## src/rtl/br_pkg.sv

```systemverilog
package br_pkg;
  localparam int INSTR_W  = 32;
  localparam int FIELD_W  = 16;
  localparam int OP_LSB   = 25;
  localparam int KIND_LSB = 23;
  localparam int DLY_BIT  = 22;
  localparam int COND_LSB = 18;
  localparam int SUB_LSB  = 16;

  typedef enum logic [1:0] {
    FMT_NONE = 2'd0,
    FMT_IMM  = 2'd1,
    FMT_REG  = 2'd2
  } br_fmt_e;

  typedef struct packed {
    br_fmt_e              fmt;
    logic [1:0]           kind;
    logic                 delayed;
    logic                 cond_ok;
    logic                 toggle;
    logic                 relative;
    logic [FIELD_W-1:0]   field;
  } br_dec_t;
endpackage

```

## src/rtl/br_decode.sv

```systemverilog
module br_decode
  import br_pkg::*;
#(
  parameter logic [6:0] IMM_OP = 7'h7D,
  parameter logic [6:0] REG_OP = 7'h7F
) (
  input  logic [INSTR_W-1:0] instr,
  input  logic               flag_z,
  input  logic               flag_c,
  output br_dec_t            dec
);
  localparam int NCOMB = 4;

  logic [6:0]       opcode;
  logic [3:0]       cond;
  logic [1:0]       sub;
  logic [NCOMB-1:0] hit;
  logic [1:0]       zc;

  assign opcode = instr[INSTR_W-1:OP_LSB];
  assign cond   = instr[COND_LSB+3:COND_LSB];
  assign sub    = instr[SUB_LSB+1:SUB_LSB];
  assign zc     = {flag_z, flag_c};

  for (genvar g = 0; g < NCOMB; g++) begin : g_cond
    assign hit[g] = cond[g] && (zc == 2'(g));
  end

  always_comb begin
    dec          = '0;
    dec.field    = instr[FIELD_W-1:0];
    dec.cond_ok  = |hit;
    dec.kind     = instr[KIND_LSB+1:KIND_LSB];
    dec.toggle   = sub[0];
    if (opcode == IMM_OP) begin
      dec.fmt      = FMT_IMM;
      dec.delayed  = instr[DLY_BIT];
      dec.relative = sub[1];
    end else if (opcode == REG_OP) begin
      dec.fmt      = FMT_REG;
      dec.delayed  = sub[1];
      dec.relative = 1'b0;
    end else begin
      dec.fmt      = FMT_NONE;
      dec.kind     = 2'b00;
      dec.toggle   = 1'b0;
      dec.relative = 1'b0;
      dec.cond_ok  = 1'b0;
    end
  end
endmodule

```

## src/rtl/br_target.sv

```systemverilog
module br_target
  import br_pkg::*;
#(
  parameter int LOCAL_AW  = 9,
  parameter int SHARED_AW = 16
) (
  input  br_dec_t                dec,
  input  logic [SHARED_AW-1:0]   cur_pc,
  input  logic                   cur_mode,
  input  logic [INSTR_W-1:0]     reg_val,
  output logic [SHARED_AW-1:0]   next_pc,
  output logic [SHARED_AW-1:0]   tgt_pc,
  output logic                   tgt_mode
);
  localparam int WIDE = INSTR_W;
  localparam logic [WIDE-1:0]      ONE_W  = WIDE'(1);
  localparam logic [SHARED_AW-1:0] LMASK  = SHARED_AW'((ONE_W << LOCAL_AW) - ONE_W);
  localparam logic [SHARED_AW-1:0] SMASK  = '1;

  logic [SHARED_AW-1:0] cur_mask;
  logic [SHARED_AW-1:0] dst_mask;
  logic [WIDE-1:0]      seq_w;
  logic [WIDE-1:0]      off_w;
  logic [WIDE-1:0]      rel_w;
  logic [WIDE-1:0]      raw_w;

  assign cur_mask = cur_mode ? SMASK : LMASK;
  assign tgt_mode = cur_mode ^ dec.toggle;
  assign dst_mask = tgt_mode ? SMASK : LMASK;

  assign seq_w   = WIDE'(cur_pc) + ONE_W;
  assign next_pc = seq_w[SHARED_AW-1:0] & cur_mask;

  assign off_w = {{(WIDE-FIELD_W){dec.field[FIELD_W-1]}}, dec.field};
  assign rel_w = WIDE'(next_pc) + off_w;

  always_comb begin
    if (dec.fmt == FMT_REG)
      raw_w = reg_val;
    else if (dec.relative && !dec.toggle)
      raw_w = rel_w;
    else
      raw_w = WIDE'(dec.field);
  end

  assign tgt_pc = raw_w[SHARED_AW-1:0] & dst_mask;
endmodule

```

## src/rtl/branch_resolve.sv

```systemverilog
module branch_resolve
  import br_pkg::*;
#(
  parameter int         LOCAL_AW  = 9,
  parameter int         SHARED_AW = 16,
  parameter logic [6:0] IMM_OP    = 7'h7D,
  parameter logic [6:0] REG_OP    = 7'h7F
) (
  input  logic                 clk,
  input  logic                 rst_n,
  input  logic                 in_valid,
  output logic                 in_ready,
  input  logic [31:0]          in_instr,
  input  logic [SHARED_AW-1:0] in_pc,
  input  logic                 in_mode,
  input  logic                 in_flag_z,
  input  logic                 in_flag_c,
  input  logic [31:0]          in_regd,
  output logic                 out_valid,
  input  logic                 out_ready,
  output logic                 out_taken,
  output logic [SHARED_AW-1:0] out_pc,
  output logic                 out_mode,
  output logic                 out_delayed,
  output logic                 out_push,
  output logic [SHARED_AW-1:0] out_ret_pc,
  output logic                 out_ret_mode,
  output logic [1:0]           out_kind
);
  br_dec_t              dec;
  logic [SHARED_AW-1:0] seq_pc;
  logic [SHARED_AW-1:0] tgt_pc;
  logic                 tgt_mode;
  logic                 accept;
  logic                 is_branch;
  logic                 take;

  br_decode #(
    .IMM_OP (IMM_OP),
    .REG_OP (REG_OP)
  ) u_dec (
    .instr  (in_instr),
    .flag_z (in_flag_z),
    .flag_c (in_flag_c),
    .dec    (dec)
  );

  br_target #(
    .LOCAL_AW  (LOCAL_AW),
    .SHARED_AW (SHARED_AW)
  ) u_tgt (
    .dec      (dec),
    .cur_pc   (in_pc),
    .cur_mode (in_mode),
    .reg_val  (in_regd),
    .next_pc  (seq_pc),
    .tgt_pc   (tgt_pc),
    .tgt_mode (tgt_mode)
  );

  assign in_ready  = !out_valid || out_ready;
  assign accept    = in_valid && in_ready;
  assign is_branch = (dec.fmt != FMT_NONE);
  assign take      = is_branch && dec.cond_ok;

  always_ff @(posedge clk) begin
    if (!rst_n) begin
      out_valid    <= 1'b0;
      out_taken    <= 1'b0;
      out_pc       <= '0;
      out_mode     <= 1'b0;
      out_delayed  <= 1'b0;
      out_push     <= 1'b0;
      out_ret_pc   <= '0;
      out_ret_mode <= 1'b0;
      out_kind     <= 2'b00;
    end else begin
      if (accept)
        out_valid <= 1'b1;
      else if (out_ready)
        out_valid <= 1'b0;
      if (accept) begin
        out_taken    <= take;
        out_pc       <= take ? tgt_pc : seq_pc;
        out_mode     <= take ? tgt_mode : in_mode;
        out_delayed  <= is_branch && dec.delayed;
        out_push     <= take && (dec.kind != 2'b00);
        out_ret_pc   <= seq_pc;
        out_ret_mode <= in_mode;
        out_kind     <= dec.kind;
      end
    end
  end
endmodule

```

## config.mk

```make
export PLATFORM = sky130hd
export DESIGN_NAME = branch_resolve
export DESIGN_NICKNAME = d
export VERILOG_FILES = /design/src/rtl/br_pkg.sv /design/src/rtl/br_decode.sv /design/src/rtl/br_target.sv /design/src/rtl/branch_resolve.sv
export SDC_FILE = /design/constraint.sdc
export NUM_CORES = 1
export LEC_CHECK = 0
export ABC_AREA = 1
export CAP_MARGIN = 20
export CORE_AREA = 2 2 107 78
export DETAILED_ROUTE_END_ITERATION = 8
export DIE_AREA = 0 0 109 80
export HOLD_SLACK_MARGIN = 0.03
export PLACE_DENSITY = 0.8
export SETUP_SLACK_MARGIN = 0.15
export SLEW_MARGIN = 10
export SYNTH_ARGS = -nofsm -noshare
export SYNTH_HDL_FRONTEND = slang
export SYNTH_HIERARCHICAL = 1
export SYNTH_SLANG_ARGS = --single-unit
```

## constraint.sdc

```tcl
create_clock -name clk -period 3.4 [get_ports clk]
set_clock_uncertainty 0.15 [all_clocks]
set_input_delay 0.51 -clock clk [delete_from_list [all_inputs] [get_ports clk]]
set_output_delay 0.51 -clock clk [all_outputs]
set_load 0.02 [all_outputs]
```

==> parameters.txt, run 1 <==
Parameter                              Value

Run status
  Outcome ... completed

Global route
  Global Route Usage Sum ... around 27%
  Number of antenna violations at the first check in global routing ... 0
  Maximum number of pins on one net before global-route repair ... 43
  Number of global-route vias before repair ... 3,971
  Global-route wire length before repair ... ~18,000 um
  Overall overflow remaining after global route ... 0

Synthesis
  Sequential element share of the synthesized area ... a little under a quarter
  Post-synthesis instance area ... between 3000 and 4000 sq um
  Synth Net Count ... 643
  Mean Syn Cell Area ... ~6.3 sq um
  Async SR Flop Fraction ... 0%
  Synthesis warning total ... 6
  Number of distinct library cell variants in the gate-level netlist after synthesis ... 44
  Flip-flop and latch count after synthesis ... 40
  Number of standard cells after synthesis ... 539
  Number of enable flip-flop cells after synthesis ... 0
  Most instantiated flip-flop cell in the synthesis netlist ... sky130_fd_sc_hd__dfxtp_1

Timing
  Share of the clock period used by the worst path after layout ... between 90 and 100%
  Slew headroom ... 60.1%
  Setup-failing EPs final ... 0
  Setup Total Neg Slack ... 0 ns
  Maximum frequency from static timing analysis ... around 320 MHz
  Crit path time final ... approximately 3.2 ns
  Transition at the pin with the smallest max-transition slack ... 0.597 ns
  RSZ-0062 raised after global routing ... true
  Final number of max-transition violations ... 0
  Final hold vios ... 0

Finish
  Count of inserted antenna diode cells ... 0
  Fraction of layout cells with a size suffix above 1 ... around a fifth
  Area growth syn-to-layout ... 50.9%
  Number of fill cells in the layout ... ~670
  Area of all placed cells without fillers ... roughly 5100 sq um
  Final core area utilization ... around two thirds
  Nets ... about 790

Power and ir drop
  Largest voltage drop on the vdd net ... 0.211 mV
  Total design power ... ~1500 uW
  Areal power density over the cells ... around 300 nW/um^2
  Leakage ... roughly 0.0023 uW

Critical path
  Category of the critical setup timing path ... in -> reg
  Critical path capture point type ... flop
  Cell with the largest stage delay on the worst path ... sky130_fd_sc_hd__ha_4
  Most repeated library cell on the critical path ... sky130_fd_sc_hd__nand2_1
  Worst Path Required ... 3.48 ns
  Peak fanout along the critical path ... 4
  Ordered cell list for the critical path ... dlygate4sd2_1 > ha_2 > nand2_2 > nor2_4 > nand2_2 > buf_4 > nor2_1 > o21ai_0 > inv_1 > ha_4 > nand2_1 > inv_2 > nand2_1 > nor3_2 > nand2_1 > and2_1 > nand2_2 > nand3_2 > a21oi_2 > nand3_1 > nand2_1 > nand2_1 > a21oi_2
  Arr. time, crit path ... approximately 3.2 ns
  Type of element launching the critical path ... input pin
  CP peak stage delay ... 0.31 ns

Clock tree
  CTS Hold Bufs ... 0
  H-Tree Level Count ... 2
  Number of buffers between clock root and the deepest sink ... 2
  Root cell of the clock tree ... sky130_fd_sc_hd__clkbuf_8
  Clock-pin slew on the worst setup and hold paths ... 0.08 ns
  Number of clock sinks seen by CTS ... 40
  TritonCTS clock tree ... yes
  CTS buffer count ... 5
  Later-pin clock latency in the skew report ... approximately 0.3 ns

Detailed routing
  Vias ... about 4,200
  Count of routing violations after the opening detailed-route iteration ... 361
  Number of search-and-repair iterations in the first detailed-routing pass ... 5
  Total Routed Length ... 11,900 um
  Via density per instance ... between 5 and 6
  DRC viols ... 0
  Remaining antenna violation count after routing ... 0
  Average detailed-routed wire length per instance ... roughly 15 um

Placement
  Routability Congestion ... approximately 0.93
  Placement-stage cell area ... roughly 4700 sq um
  HPWL after DPL ... 9010 um
  I/O Buffers ... approximately 110

Flow run
  Maximum Capacitance Violations ... 0

Hold path
  HP Class ... reg -> reg

Floorplanning
  Floorplan Core Area ... roughly 7700 sq um
  Starting density of the core ... 44.1%
  Die area ... ~8700 sq um
  Die span in y ... roughly 80 um
  Width of the chip ... about 110 um
  Placement Rows ... 27
  IO Count ... about 130
metrics by stage:
stage	worst slack, ns	hold slack, ns	cells
floorplan	0.433	0.390	539
global placement	-0.356	0.305	765
detailed placement	-0.501	0.308	765
CTS	0.153	0.320	777
global route	0.0901	0.344	784
finish	0.250	0.315	784
placed cells by master (no fill, tap or decap), types with 2 or more instances in the layout:
cell,instances
sky130_fd_sc_hd__buf_4,59
sky130_fd_sc_hd__a21o_1,2
sky130_fd_sc_hd__dlygate4sd2_1,5
sky130_fd_sc_hd__nand3_2,5
sky130_fd_sc_hd__ha_1,9
sky130_fd_sc_hd__or2_2,2
sky130_fd_sc_hd__a21boi_1,2
sky130_fd_sc_hd__nor2_1,60
sky130_fd_sc_hd__ha_4,6
sky130_fd_sc_hd__nand3_1,24
sky130_fd_sc_hd__a21oi_1,62
sky130_fd_sc_hd__nand3b_1,3
sky130_fd_sc_hd__nor2_2,4
sky130_fd_sc_hd__o21ai_0,39
sky130_fd_sc_hd__nand2_1,121
sky130_fd_sc_hd__inv_2,4
sky130_fd_sc_hd__o211ai_1,2
sky130_fd_sc_hd__or2_1,2
sky130_fd_sc_hd__inv_1,47
sky130_fd_sc_hd__nand2_4,3
sky130_fd_sc_hd__a31oi_1,3
sky130_fd_sc_hd__clkbuf_8,5
sky130_fd_sc_hd__nor2_4,2
sky130_fd_sc_hd__nand2_2,14
sky130_fd_sc_hd__dfxtp_1,40
sky130_fd_sc_hd__clkdlybuf4s50_1,104
sky130_fd_sc_hd__o21ai_1,5
sky130_fd_sc_hd__o21a_1,4
sky130_fd_sc_hd__xnor2_1,5
sky130_fd_sc_hd__xor2_1,6
sky130_fd_sc_hd__a21oi_2,14
final timing paths:
path / start / endpoint / slack (ns) / cells after the start
max reg2reg: out_valid$_SDFFE_PN0P_ / out_pc[14]$_SDFFE_PN0P_ / 1.76 / 5
max: in_pc[0] / out_pc[15]$_SDFFE_PN0P_ / 0.25 / 23
min: out_pc[3]$_SDFFE_PN0P_ / out_pc[3]$_SDFFE_PN0P_ / 0.32 / 2
min reg2reg: out_pc[3]$_SDFFE_PN0P_ / out_pc[3]$_SDFFE_PN0P_ / 0.32 / 2
logic make-up (layout without fill, tap and decap cells):
kind of cell | after synthesis | in the layout | synth area share (%)
buffers and inverters | 87 | 231 | 13.3
and+or+nand+nor | 244 | 244 | 30.6
DFF | 40 | 40 | 23.7
xor gates and xnor gates | 11 | 11 | 2.85
AOI/OAI and AO/OA | 140 | 140 | 23.1
adders and majority gates | 17 | 17 | 6.51
critical path: cells and delay by family:
family                   cells  cell delay [ns]
buffers and inverters        4             0.60
AO/OA/AOI/OAI                3             0.47
adder cells (fa/ha/maj)      2             0.51
AND/OR/NAND/NOR             14             1.15
cell usage after synthesis, drive strengths merged (3+ instances only):
| master | number | area [sq um] |
|---|---|---|
| a21boi | 3 | 26.3 |
| a21oi | 76 | 392 |
| a31oi | 3 | 18.8 |
| buf | 27 | 216 |
| clkbuf | 7 | 31.3 |
| dfxtp | 40 | 801 |
| ha | 16 | 200 |
| inv | 52 | 198 |
| nand2 | 138 | 556 |
| nand3 | 29 | 155 |
| nand3b | 3 | 22.5 |
| nor2 | 66 | 253 |
| o21a | 4 | 30.0 |
| o21ai | 45 | 236 |
| or2 | 4 | 25.0 |
| xnor2 | 5 | 43.8 |
| xor2 | 6 | 52.6 |
registers in the layout, summed over array words and instances (netlist names):
name and flops:
out_mode 1, out_valid 1, out_pc 16, out_delayed 1, out_ret_mode 1, out_taken 1
out_push 1, out_kind 2, out_ret_pc 16
timing repair:
action,4_1_cts,5_1_grt
endpoints found under the setup margin,7,9
pin swaps,11,19
resized for setup,24,24
buffers inserted,4,7
layer usage:
metal	share of wire, %	wire [um]	GRT usage [%]
met1	43	5070	35.1
met2	45	5330	44.7
met3	10	1220	6.78
met4	2.3	278	8.08
met5	0	0	0
report_power, final:
part / internal (uW) / total (uW) / switching, uW
Sequential: 499 / 518 / 18.9
Clock: 218 / 386 / 168
Combinational: 291 / 587 / 296
Total: 1010 / 1490 / 483
cell type report:
cell class                 instances  area [sq um]  share of cell area (%)
clock inverter                     2          35.0                   0.687
inverter                          53           201                    3.95
sequential                        40           801                    15.7
tap                              101           126                    2.48
multi-input combinational        412          2310                    45.4
clock buffer                       6          72.6                    1.42
timing repair buffer             170          1550                    30.4
Power figures use the tool's default switching activity.
==> run 2: changes to the inputs <==
SLEW_MARGIN = 20   (was 10)
==> results of run 2 <==
Final layout, timing and power as in run 1 (identical DEF).
